[src/rtl/trem_pkg.sv]
package trem_pkg;
  // strobes from control to datapath
  typedef struct packed {
    logic load;    // capture a new stereo sample this cycle
    logic invert;  // right channel uses inverted level
  } trem_ctrl_t;
endpackage

[src/rtl/trem_ctrl.sv]
module trem_ctrl
  import trem_pkg::*;
#(
  parameter int DECIM = 256
) (
  input  logic       clk,
  input  logic       rstN,
  input  logic       sampleStrobe,
  input  logic       buttonN,
  output trem_ctrl_t ctrlOut
);
  localparam int CNT_W = (DECIM > 1) ? $clog2(DECIM) : 1;
  localparam logic [CNT_W-1:0] CNT_LAST = CNT_W'(DECIM - 1);

  logic [1:0]       btnSync;
  logic             btnNow;
  logic [CNT_W-1:0] strobeCnt;
  logic             decide;
  logic             pressLatch;
  logic             modeBit;

  // two-flop synchroniser, resets to released
  always_ff @(posedge clk or negedge rstN) begin
    if (!rstN) btnSync <= 2'b11;
    else       btnSync <= {btnSync[0], buttonN};
  end
  assign btnNow = btnSync[1];

  // strobe counter defines the decision instants
  always_ff @(posedge clk or negedge rstN) begin
    if (!rstN) strobeCnt <= '0;
    else if (sampleStrobe) begin
      if (strobeCnt == CNT_LAST) strobeCnt <= '0;
      else                       strobeCnt <= strobeCnt + 1'b1;
    end
  end
  assign decide = sampleStrobe && (strobeCnt == CNT_LAST);

  // press latch and mode toggle
  always_ff @(posedge clk or negedge rstN) begin
    if (!rstN) begin
      pressLatch <= 1'b0;
      modeBit    <= 1'b0;
    end else if (decide) begin
      if (btnNow) begin
        pressLatch <= 1'b0;
      end else if (!pressLatch) begin
        pressLatch <= 1'b1;
        modeBit    <= ~modeBit;
      end
    end
  end

  assign ctrlOut.load   = sampleStrobe;
  assign ctrlOut.invert = modeBit;

  AST_MODE_AT_INSTANT: assert property (@(posedge clk) disable iff (!rstN)
    !decide |=> $stable(modeBit));
  AST_HOLD_NO_RETOGGLE: assert property (@(posedge clk) disable iff (!rstN)
    (decide && pressLatch) |=> $stable(modeBit));
  AST_RELEASE_CLEARS: assert property (@(posedge clk) disable iff (!rstN)
    (decide && btnNow) |=> !pressLatch);
endmodule

[src/rtl/trem_datapath.sv]
module trem_datapath
  import trem_pkg::*;
#(
  parameter int SAMPLE_W = 16,
  parameter int LEVEL_W  = 16
) (
  input  logic                clk,
  input  logic                rstN,
  input  trem_ctrl_t          ctrlIn,
  input  logic [SAMPLE_W-1:0] leftIn,
  input  logic [SAMPLE_W-1:0] rightIn,
  input  logic [LEVEL_W-1:0]  lfoLevel,
  output logic [SAMPLE_W-1:0] leftOut,
  output logic [SAMPLE_W-1:0] rightOut
);
  localparam int PROD_W = SAMPLE_W + LEVEL_W + 1;
  localparam int TOP_B  = SAMPLE_W + LEVEL_W - 1;

  logic [LEVEL_W-1:0]       rightLevel;
  logic signed [PROD_W-1:0] prodLeft;
  logic signed [PROD_W-1:0] prodRight;

  // ones complement keeps the inverted level inside range
  assign rightLevel = ctrlIn.invert ? ~lfoLevel : lfoLevel;

  assign prodLeft  = $signed(leftIn)  * $signed({1'b0, lfoLevel});
  assign prodRight = $signed(rightIn) * $signed({1'b0, rightLevel});

  always_ff @(posedge clk or negedge rstN) begin
    if (!rstN) begin
      leftOut  <= '0;
      rightOut <= '0;
    end else if (ctrlIn.load) begin
      leftOut  <= prodLeft[TOP_B -: SAMPLE_W];
      rightOut <= prodRight[TOP_B -: SAMPLE_W];
    end
  end

  AST_HOLD_WITHOUT_STROBE: assert property (@(posedge clk) disable iff (!rstN)
    !ctrlIn.load |=> ($stable(leftOut) && $stable(rightOut)));
  AST_ZERO_SAMPLE_LEFT: assert property (@(posedge clk) disable iff (!rstN)
    (ctrlIn.load && leftIn == '0) |=> (leftOut == '0));
  AST_FULL_LEVEL_INVERTED: assert property (@(posedge clk) disable iff (!rstN)
    (ctrlIn.load && ctrlIn.invert && (&lfoLevel)) |=> (rightOut == '0));
  AST_ZERO_LEVEL_DIRECT: assert property (@(posedge clk) disable iff (!rstN)
    (ctrlIn.load && !ctrlIn.invert && lfoLevel == '0) |=> (rightOut == '0));
endmodule

[src/rtl/stereo_tremolo.sv]
module stereo_tremolo
  import trem_pkg::*;
#(
  parameter int SAMPLE_W = 16,
  parameter int LEVEL_W  = 16,
  parameter int DECIM    = 256
) (
  input  logic                clk,
  input  logic                rstN,
  input  logic                sampleStrobe,
  input  logic [SAMPLE_W-1:0] leftIn,
  input  logic [SAMPLE_W-1:0] rightIn,
  input  logic [LEVEL_W-1:0]  lfoLevel,
  input  logic                buttonN,
  output logic [SAMPLE_W-1:0] leftOut,
  output logic [SAMPLE_W-1:0] rightOut
);
  trem_ctrl_t ctrlBus;

  trem_ctrl #(.DECIM(DECIM)) u_ctrl (
    .clk          (clk),
    .rstN         (rstN),
    .sampleStrobe (sampleStrobe),
    .buttonN      (buttonN),
    .ctrlOut      (ctrlBus)
  );

  trem_datapath #(.SAMPLE_W(SAMPLE_W), .LEVEL_W(LEVEL_W)) u_dp (
    .clk      (clk),
    .rstN     (rstN),
    .ctrlIn   (ctrlBus),
    .leftIn   (leftIn),
    .rightIn  (rightIn),
    .lfoLevel (lfoLevel),
    .leftOut  (leftOut),
    .rightOut (rightOut)
  );
endmodule

[config.mk]
export PLATFORM = sky130hd
export DESIGN_NAME = stereo_tremolo
export DESIGN_NICKNAME = d
export VERILOG_FILES = /design/src/rtl/trem_pkg.sv /design/src/rtl/trem_ctrl.sv /design/src/rtl/trem_datapath.sv /design/src/rtl/stereo_tremolo.sv
export SDC_FILE = /design/constraint.sdc
export NUM_CORES = 1
export LEC_CHECK = 0
export ABC_AREA = 1
export BUFFER_PORTS_ARGS = -buffer_cell sky130_fd_sc_hd__buf_4
export CAP_MARGIN = 20
export CORE_ASPECT_RATIO = 2
export CORE_MARGIN = 4
export CORE_UTILIZATION = 50
export CTS_CLUSTER_DIAMETER = 80
export CTS_CLUSTER_SIZE = 25
export DETAILED_ROUTE_END_ITERATION = 10
export PLACE_DENSITY = 0.71
export SYNTH_ARGS = -nofsm -noshare
export SYNTH_HDL_FRONTEND = slang
export SYNTH_HIERARCHICAL = 1
export SYNTH_SLANG_ARGS = --single-unit
[constraint.sdc]
create_clock -name clk -period 10.25 [get_ports clk]
set_clock_uncertainty 0.2 [all_clocks]
set_input_delay 1.5375 -clock clk [delete_from_list [all_inputs] [get_ports clk]]
set_output_delay 1.5375 -clock clk [all_outputs]
set_load 0.1 [all_outputs]
======== Word-level counts from Yosys, hierarchy flattened ========
Index checks and enable logic that the tools add are counted.
cells by class
  $add $sub $neg .......................... 1
  $mul .................................... 2
  divide/modulo/power cells ............... 0
  $lt $le $gt $ge ......................... 0
  equal/unequal tests ..................... 1
  shift operators ......................... 0
  muxes and demuxes ....................... 3
  bitwise logic cells ..................... 4
  reductions and logical operators ........ 2
operators by type and width
  kind                 count
  $mul 16x17->32       2
  $mux 16              1
  $not 16->16          1
  $add 8x1->8 const B  1
  $eq 8x8->1 const B   1
  $mux 8               1
  $not 1->1            3
  $reduce_and 3->1     1
  $logic_and 1x1->1    1
  $mux 1               1
storage, ports and cells
  flip-flop bits (word level) ............. 44
  latch bits .............................. 0
  bits in writable memories ............... 0
  bits in read-only memories .............. 0
  input port bits ......................... 52
  memories ................................ 0

======== Depth between registers and ports, before layout ========
Gate-level depths: netlist of the first run.
  depth after elaboration ................. 3
  depth in mapped cells ................... 30
  gate-level depth less buffers ........... 28

======== By module ========
Netlist of the first run, hierarchy kept.
by module, submodules not included
  module         times used  cells an instance  area each (um^2)
  trem_datapath  1           2564               19148.4
  trem_ctrl      1           59                 565.5

======== Least setup slack after synthesis of the first run ========
Ideal clock, no wire load.
  path type ............................... in2reg
  start point ............................. input lfoLevel[14]
  end point ............................... register u_dp.rightOut[11]
  setup time .............................. 120 ps
  arrival ................................. 6724 ps
  slack ................................... 3207 ps
  stages on the path ...................... 23
  buffers on the path ..................... 1
  cells stage by stage .................... clkbuf_1 or2_2 nand2_1 clkinv_1 nand2_1 fa_1 fa_1 inv_1 fa_1 fa_1 fa_1 inv_1 fa_1 inv_1 ha_1 a21oi_1 o21ai_0 a21oi_1 nor2_1 nor3_1 nand3_1 nand3_1 nand2_1
between the ends
  longest elaborated chain between the ends .. 3
RTL lines
  element               RTL line              source
  start, declared       stereo_tremolo.sv:13  input logic [LEVEL_W-1:0] lfoLevel,
  $not 16->16           trem_datapath.sv:24   assign rightLevel = ctrlIn.invert ? ~lfoLevel : lfoLevel;
  $mux 16 *             trem_datapath.sv:24
  $mul 16x17->32 *      trem_datapath.sv:27   assign prodRight = $signed(rightIn) * $signed({1'b0, rightLevel});
  end signal, assigned  trem_datapath.sv:35   rightOut <= prodRight[TOP_B -: SAMPLE_W];
  end, declared         trem_datapath.sv:14   output logic [SAMPLE_W-1:0] rightOut
Mark *: on every way between the ends. The rest lies on a longest branch, timed or not.
A chain may end at the register's enable or synchronous reset.

======== Worst setup path in the final report of the first run ========
  start point ............................. input lfoLevel[14]
  end point ............................... register u_dp.rightOut[13]
The elaborated chain is that of the path after synthesis.

==> qor.tcl, run 1 <==
set qor(run_status) {complete, no violations}
set qor(drt_drc_violations_left) 0
set qor(fin_crit_sh) 0.785
set qor(hp-class) {register to register}
set qor(dpl.hpwl_microns) 53600
set qor(filler_cell_count) 3868
set qor(post_synth_inst_count) 2623
set qor(most_frequent_standard_cell_in_the_layout_excluding_fill_and_tap_cells) {sky130_fd_sc_hd__inv_1}
set qor(yosys.cell_types.count) 41
set qor(initial_utilization) 0.508
set qor(grt_start_max_net_pins) 45
set qor(cts_root_buf) {sky130_fd_sc_hd__clkbuf_16}
set qor(final_count_of_pins_violating_max_slew) 0
set qor(grt_pass1_wl_microns) 97100
set qor(worst_ep_arrival_time_ns) 8.08
set qor(mostFrequentLayoutCells) {sky130_fd_sc_hd__inv_1, sky130_fd_sc_hd__nand2_1, sky130_fd_sc_hd__fa_1, sky130_fd_sc_hd__ha_1, sky130_fd_sc_hd__nor2_1}
set qor(grt_use_total) 0.298
set qor(drt-vias-per-instance) 5.36
set qor(achievable-frequency_mhz) 124
set qor(required_ns) 10.28
set qor(placeableCoreArea_sq_um) 38800
set qor(mapped_cell_area_sq_um) 19700
set qor(synth_top_area_frac) 0.392
set qor(tritoncts) {done}
set qor(grt_antenna_before_repair) 0
set qor(dieHeight_microns) 289
set qor(antenna_diode_count) 0
set qor(critical_path.startpoint_type) {input port}
set qor(critical_path_end_type) {register}
set qor(cts_sinks) 44
set qor(via_count_of_the_first_global_routing_pass) 18600
set qor(detail_route.wirelength_microns) 62500
set qor(detailroute.via_count) 16800
set qor(finalHoldViolCount) 0
set qor(postSynthRegisterBits) 44
set qor(grt_overflow) 0
set qor(setup_repair_after_global_routing_missed_its_margin) {false}
set qor(setup_viol) 0
set qor(placement_rows) 102
set qor(worstMarginPinSlew_ns) 0.803
set qor(post_cts.repair.setup_buffers) 0
set qor(gates_resized_cts_repair) 0
set qor(period_needed_ns) 8.05
set qor(drtPass1Iterations) 5
set qor(total_number_of_yosys_warnings) 6
set qor(cts_inserted_buffers) 5
set qor(worst_slew_margin_rel) 0.461
set qor(multiInputGateArea_sq_um) 15600
set qor(ctsLongestPathBuffers) 2
set qor(clkSlewWorstSetupHoldPaths_ns) 0.07
set qor(leading_cell_types_by_total_area_after_synthesis) {sky130_fd_sc_hd__fa_1, sky130_fd_sc_hd__ha_1, sky130_fd_sc_hd__inv_1, sky130_fd_sc_hd__nand2_1, sky130_fd_sc_hd__dfrtp_1}
set qor(die_width_microns) 148
set qor(setup-tns-final_ns) 0
set qor(routedWlPerCell_microns) 19.9
set qor(die-area_sq_um) 42900
set qor(dr.first_iter.drc_count) 882
set qor(syn_nets) 3290
set qor(area_growth_pct) 5.47
set qor(post-synth-top-area-cell) {sky130_fd_sc_hd__fa_1}
set qor(io_pins) 84
set qor(cts-htree-levels) 2
set qor(setup.worst_path.class) {input port to register}
set qor(area.sequential_sq_um) 1100
set qor(portBuffers) 83
set qor(route.antenna.remaining_nets) 0
set qor(fin_nets) 3291
set qor(drive_gt1_frac) 0.0469
set qor(max-cap-violations) 0
set qor(ctsHoldBuffers) 0
set qor(synth-seq-area-share) 0.0560
set qor(final_wtd_congestion) 1.02
set qor(syn_area_per_cell_sq_um) 7.52
set qor(clkLatencyLatePin_ns) 0.29
set qor(critPathMaxFanout) 18
-- through the flow --
step | cells | hold WS, ns | setup slack (ns) | instance area, sq um | utilization
floorplan | 2623 | 0.145 | 3.21 | 19700 | -
detailed placement | 3137 | 0.147 | 2.00 | 20600 | 0.532
global placement | 3137 | 0.145 | 2.03 | 20600 | 0.532
CTS | 3145 | 0.165 | 2.31 | 20800 | 0.536
finish | 3145 | 0.164 | 2.20 | 20800 | 0.536
global route | 3145 | 0.172 | 2.06 | 20800 | 0.536
-- Yosys cell counts --
library cell               count
sky130_fd_sc_hd__ha_1        229
sky130_fd_sc_hd__nand2_4       1
sky130_fd_sc_hd__buf_2         5
sky130_fd_sc_hd__nor2_1      211
sky130_fd_sc_hd__nand2_1     659
sky130_fd_sc_hd__nand3b_1      4
sky130_fd_sc_hd__dfrtp_1      42
sky130_fd_sc_hd__nor2_2        2
sky130_fd_sc_hd__nor3_1       16
sky130_fd_sc_hd__clkinv_1     12
sky130_fd_sc_hd__nand2_2       5
sky130_fd_sc_hd__a21oi_1      61
sky130_fd_sc_hd__o211ai_1      1
sky130_fd_sc_hd__nor4_1        2
sky130_fd_sc_hd__or2_2        10
sky130_fd_sc_hd__xor2_1        4
sky130_fd_sc_hd__o21ai_1       1
sky130_fd_sc_hd__and3b_2       1
sky130_fd_sc_hd__o21ai_0      33
sky130_fd_sc_hd__or2_1         2
sky130_fd_sc_hd__o21bai_2      2
sky130_fd_sc_hd__clkbuf_2      1
sky130_fd_sc_hd__a21o_1       14
sky130_fd_sc_hd__nor2_4        2
sky130_fd_sc_hd__inv_1       700
sky130_fd_sc_hd__inv_2         4
sky130_fd_sc_hd__fa_1        386
sky130_fd_sc_hd__o21bai_1     11
sky130_fd_sc_hd__nand3_1      67
sky130_fd_sc_hd__o21ai_2       1
sky130_fd_sc_hd__clkbuf_1     82
sky130_fd_sc_hd__a31oi_1      13
sky130_fd_sc_hd__nand4_1      10
sky130_fd_sc_hd__o311ai_0      2
sky130_fd_sc_hd__mux2_2        1
sky130_fd_sc_hd__a21boi_0      5
sky130_fd_sc_hd__buf_4         2
sky130_fd_sc_hd__nand3_2       1
sky130_fd_sc_hd__dfstp_2       2
sky130_fd_sc_hd__xnor2_1      11
sky130_fd_sc_hd__o21a_1        5
-- sequential cells by signal, summed over array words and instances, names as in the netlist --
signal	cells
u_dp/leftOut	16
u_ctrl/pressLatch	1
u_dp/rightOut	16
u_ctrl/modeBit	1
u_ctrl/btnSync	2
u_ctrl/strobeCnt	8
-- critical path: stages --
cell                       delay [ns]
sky130_fd_sc_hd__buf_4           0.20
sky130_fd_sc_hd__or2_2           0.32
sky130_fd_sc_hd__nand2_1         0.45
sky130_fd_sc_hd__clkinv_1        0.52
sky130_fd_sc_hd__nand2_1         0.21
sky130_fd_sc_hd__fa_1            0.47
sky130_fd_sc_hd__fa_1            0.55
sky130_fd_sc_hd__inv_1           0.05
sky130_fd_sc_hd__fa_1            0.49
sky130_fd_sc_hd__fa_1            0.53
sky130_fd_sc_hd__fa_1            0.49
sky130_fd_sc_hd__inv_1           0.05
sky130_fd_sc_hd__fa_1            0.47
sky130_fd_sc_hd__inv_1           0.05
sky130_fd_sc_hd__ha_1            0.38
sky130_fd_sc_hd__a21oi_1         0.23
sky130_fd_sc_hd__o21ai_0         0.17
sky130_fd_sc_hd__a21o_1          0.24
sky130_fd_sc_hd__a21oi_1         0.23
sky130_fd_sc_hd__nand2_1         0.10
sky130_fd_sc_hd__nand2_1         0.09
sky130_fd_sc_hd__nand3_1         0.14
sky130_fd_sc_hd__nand2_1         0.10
-- path summary, 6_finish.rpt --
kind | startpoint | endpoint | slack, ns | depth (start not counted)
worst min-delay path | u_ctrl/btnSync[0] | u_ctrl/btnSync[1] | 0.16 | 0
max in group asynchronous | rstN | u_dp/leftOut[6] | 8.41 | 1
worst max register to register | u_ctrl/modeBit | u_dp/rightOut[13] | 3.10 | 23
worst max-delay path | lfoLevel[14] | u_dp/rightOut[13] | 2.20 | 23
min in group asynchronous | rstN | u_dp/rightOut[6] | 1.04 | 1
worst min register to register | u_ctrl/btnSync[0] | u_ctrl/btnSync[1] | 0.16 | 0
-- cell families (layout without fill, tap and decap cells) --
| group | Yosys count | after routing | synth area share |
|---|---|---|---|
| fa+ha+maj | 615 | 615 | 0.537 |
| flops | 44 | 44 | 0.0560 |
| xor+xnor | 15 | 15 | 0.00666 |
| compound gates | 149 | 149 | 0.0444 |
| simple gates | 993 | 993 | 0.201 |
| buf+inv | 806 | 808 | 0.154 |
| mux | 1 | 1 | 0.000571 |
-- routing by layer --
layer	share of wire	global-route usage
met4	0.12	0.271
met3	0.038	0.0224
met5	0	0
met2	0.55	0.580
met1	0.29	0.263
-- cell type report --
class,count,area share
sequential,44,0.0531
clock buffer,7,0.00686
multi-input combinational,1773,0.749
timing repair buffer,84,0.0303
tap,520,0.0313
clock inverter,1,0.000361
inverter,716,0.129
Power of run 1 is left out: the tool's default activity adds up to more than one toggle a clock period on the data nets, which glitch-free logic cannot reach.
==> run 2: changes to the inputs <==
==> constraint.sdc (replaced) <==
create_clock -name clk -period 7.5 [get_ports clk]
set_clock_uncertainty 0.2 [all_clocks]
set_input_delay 1.125 -clock clk [delete_from_list [all_inputs] [get_ports clk]]
set_output_delay 1.125 -clock clk [all_outputs]
set_load 0.1 [all_outputs]
==> run 2 against run 1 <==
Cell area rose by 1.3%. Via count rose by 1.6%. Clock-buffer cell count fell by 2. Critical path depth fell by 1. Register-to-register slack got worse by 2.4 ns. Critical path type unchanged. Critical endpoint is now u_dp/rightOut[1].
==> qor.tcl, run 2 (same netlist as run 1, synthesis figures left out) <==
set qor(die_width_microns) 148 ;# unchanged
set qor(area_growth_pct) 6.86
set qor(mostFrequentLayoutCells) {sky130_fd_sc_hd__inv_1, sky130_fd_sc_hd__nand2_1, sky130_fd_sc_hd__fa_1, sky130_fd_sc_hd__ha_1, sky130_fd_sc_hd__nor2_1}
set qor(period_needed_ns) 6.99
set qor(layout_top_registers) {u_dp/leftOut: 16 flops, u_dp/rightOut: 16 flops, u_ctrl/strobeCnt: 8 flops}
set qor(grt_pass1_wl_microns) 98500 ;# +1.4%
set qor(critPathMaxFanout) 17 ;# -1
set qor(reg2reg_from) {u_ctrl/modeBit}
set qor(dr.first_iter.drc_count) 808 ;# -8.4%
set qor(dieHeight_microns) 289 ;# unchanged
set qor(largest_stage_delay_on_the_critical_path_ns) 0.58 ;# +0.03 ns
set qor(critical_path_s_most_frequent_cell) {sky130_fd_sc_hd__fa_1}
set qor(grt_start_max_net_pins) 45 ;# unchanged
set qor(final_count_of_pins_violating_max_slew) 0 ;# unchanged
set qor(clkSlewWorstSetupHoldPaths_ns) 0.07 ;# about the same
set qor(grt_use_total) 0.302 ;# +0.00469
set qor(grt_overflow) 0 ;# unchanged
set qor(final_wtd_congestion) 1.02 ;# -0.15%
set qor(max-cap-violations) 0 ;# unchanged
set qor(postLayoutCoreUtil) 0.543 ;# +0.00706
set qor(initial_utilization) 0.508 ;# unchanged
set qor(critical_path.startpoint_type) {input port}
set qor(setup-tns-final_ns) 0 ;# unchanged
set qor(via_count_of_the_first_global_routing_pass) 18800 ;# +1.2%
set qor(cts_sinks) 44 ;# unchanged
set qor(dpl.hpwl_microns) 54600 ;# +2.0%
set qor(gates_resized_cts_repair) 0 ;# unchanged
set qor(io_pins) 84 ;# unchanged
set qor(setup_viol) 0 ;# unchanged
set qor(worstMarginPinSlew_ns) 0.786 ;# -0.0167 ns
set qor(setup_repair_after_global_routing_missed_its_margin) {false}
set qor(routedWlPerCell_microns) 20.0 ;# +0.80%
set qor(timing.hold.worst.start) {u_ctrl/btnSync[0]}
set qor(ctsHoldBuffers) 0 ;# unchanged
set qor(critical_path_end_type) {register}
set qor(detailroute.via_count) 17100 ;# +1.6%
set qor(worst_hold_path.num_cells) 0 ;# unchanged
set qor(setup.worst_path.class) {input port to register}
set qor(tritoncts) {done}
set qor(grt_antenna_before_repair) 2 ;# +2
set qor(finalHoldViolCount) 0 ;# unchanged
set qor(drt_drc_violations_left) 0 ;# unchanged
set qor(slowest_stage_cell_on_the_critical_path) {sky130_fd_sc_hd__fa_1}
set qor(run_status) {complete, no violations}
set qor(reg2regPathDepth) 22 ;# -4.3%
set qor(timing.hold.worst_endpoint) {u_ctrl/btnSync[1]}
set qor(placement_rows) 102 ;# unchanged
set qor(clkLatencyLatePin_ns) 0.29 ;# about the same
set qor(required_ns) 7.46 ;# -2.82 ns
set qor(worst_ep_arrival_time_ns) 6.95 ;# -1.13 ns
set qor(route.antenna.remaining_nets) 0 ;# unchanged
set qor(cts_inserted_buffers) 5 ;# unchanged
set qor(fin_crit_sh) 0.933
set qor(regToRegEndpoint) {u_dp/rightOut[8]}
set qor(die-area_sq_um) 42900 ;# unchanged
set qor(most_frequent_standard_cell_in_the_layout_excluding_fill_and_tap_cells) {sky130_fd_sc_hd__inv_1}
set qor(ctsLongestPathBuffers) 2 ;# unchanged
set qor(worst_slew_margin_rel) 0.473 ;# +0.0112
set qor(setup_slack_of_the_most_critical_reg_to_reg_path_ns) 0.70 ;# -2.40 ns
set qor(achievable-frequency_mhz) 143
set qor(cts-htree-levels) 2 ;# unchanged
set qor(placeableCoreArea_sq_um) 38800 ;# unchanged
set qor(portBuffers) 83 ;# unchanged
set qor(hp-class) {register to register}
set qor(post_cts.repair.setup_buffers) 0 ;# unchanged
set qor(fin_nets) 3324 ;# +1.0%
set qor(drtPass1Iterations) 7 ;# +2
set qor(cp_cell_sequence) {buf_4 -> nand2_1 -> nand2_1 -> clkinv_1 -> nand2_1 -> fa_1 -> fa_1 -> fa_1 -> inv_1 -> fa_1 -> fa_1 -> inv_1 -> fa_1 -> inv_1 -> ha_1 -> a21oi_1 -> a21boi_0 -> nor2_1 -> nor2_1 -> nand2_1 -> xnor2_1 -> o21ai_1}
set qor(drt-vias-per-instance) 5.38 ;# +0.47%
set qor(cts_root_buf) {sky130_fd_sc_hd__clkbuf_16}
set qor(drive_gt1_frac) 0.0591 ;# +0.0122
set qor(detail_route.wirelength_microns) 63700 ;# +1.9%
run 2: cell types whose count changed in the layout (fill, tap and decap cells not counted):
| cell | delta |
|---|---|
| sky130_fd_sc_hd__clkbuf_8 | -1 |
| sky130_fd_sc_hd__inv_6 | +1 |
| sky130_fd_sc_hd__diode_2 | +2 |
| sky130_fd_sc_hd__clkbuf_1 | -1 |
| sky130_fd_sc_hd__buf_4 | +33 |
| sky130_fd_sc_hd__bufinv_16 | +1 |
run 2: worst max-delay path by stage:
stage,slack (ns),cells past startpoint,endpoint,startpoint
6_report,0.51,22,u_dp/rightOut[1],lfoLevel[9]
5_1_grt,0.26,23,u_dp/rightOut[1],lfoLevel[10]
4_1_cts,0.51,23,u_dp/rightOut[1],lfoLevel[10]
3_5_place_dp,0.21,23,u_dp/rightOut[1],lfoLevel[10]
3_3_place_gp,0.32,23,u_dp/rightOut[1],lfoLevel[10]
2_1_floorplan,0.87,23,u_dp/rightOut[11],lfoLevel[14]
run 2: final cells by class:
type                            count  area, sq um
Antenna cell                        2         5.00
Fill cell                        3865        17700
Clock inverter                      3         46.3
Tap cell                          520          651
Clock buffer                        5          125
Sequential cell                    44         1100
Inverter                          716         2690
Multi-Input combinational cell   1773        15600
Timing Repair Buffer              117          878
run 2: metal layers:
layer	GRT usage	vias to the layer above	wire length [microns]
met5	0	-	0
met4	0.304	0	8530
met3	0.0313	382	2600
met2	0.578	729	34600
met1	0.259	8331	18000
li1	-	7668	-
run 2: worst max-delay path: cells and delay by family:
family	cells	cell delay, ns
AO/OA/AOI/OAI	3	0.72
XOR/XNOR	1	0.28
adder cells (fa/ha/maj)	7	3.33
buffers and inverters	5	0.77
AND/OR/NAND/NOR	6	0.70
run 2: stage by stage:
step	hold slack [ns]	setup WS (ns)	std cells	cell area, sq um
global route	0.168	0.263	3180	21100
detailed placement	0.151	0.211	3170	20900
finish	0.160	0.506	3180	21100
floorplan	0.145	0.869	2623	19700
global placement	0.146	0.315	3170	20900
CTS	0.162	0.507	3178	21100
Power of run 2 is left out for the same reason.
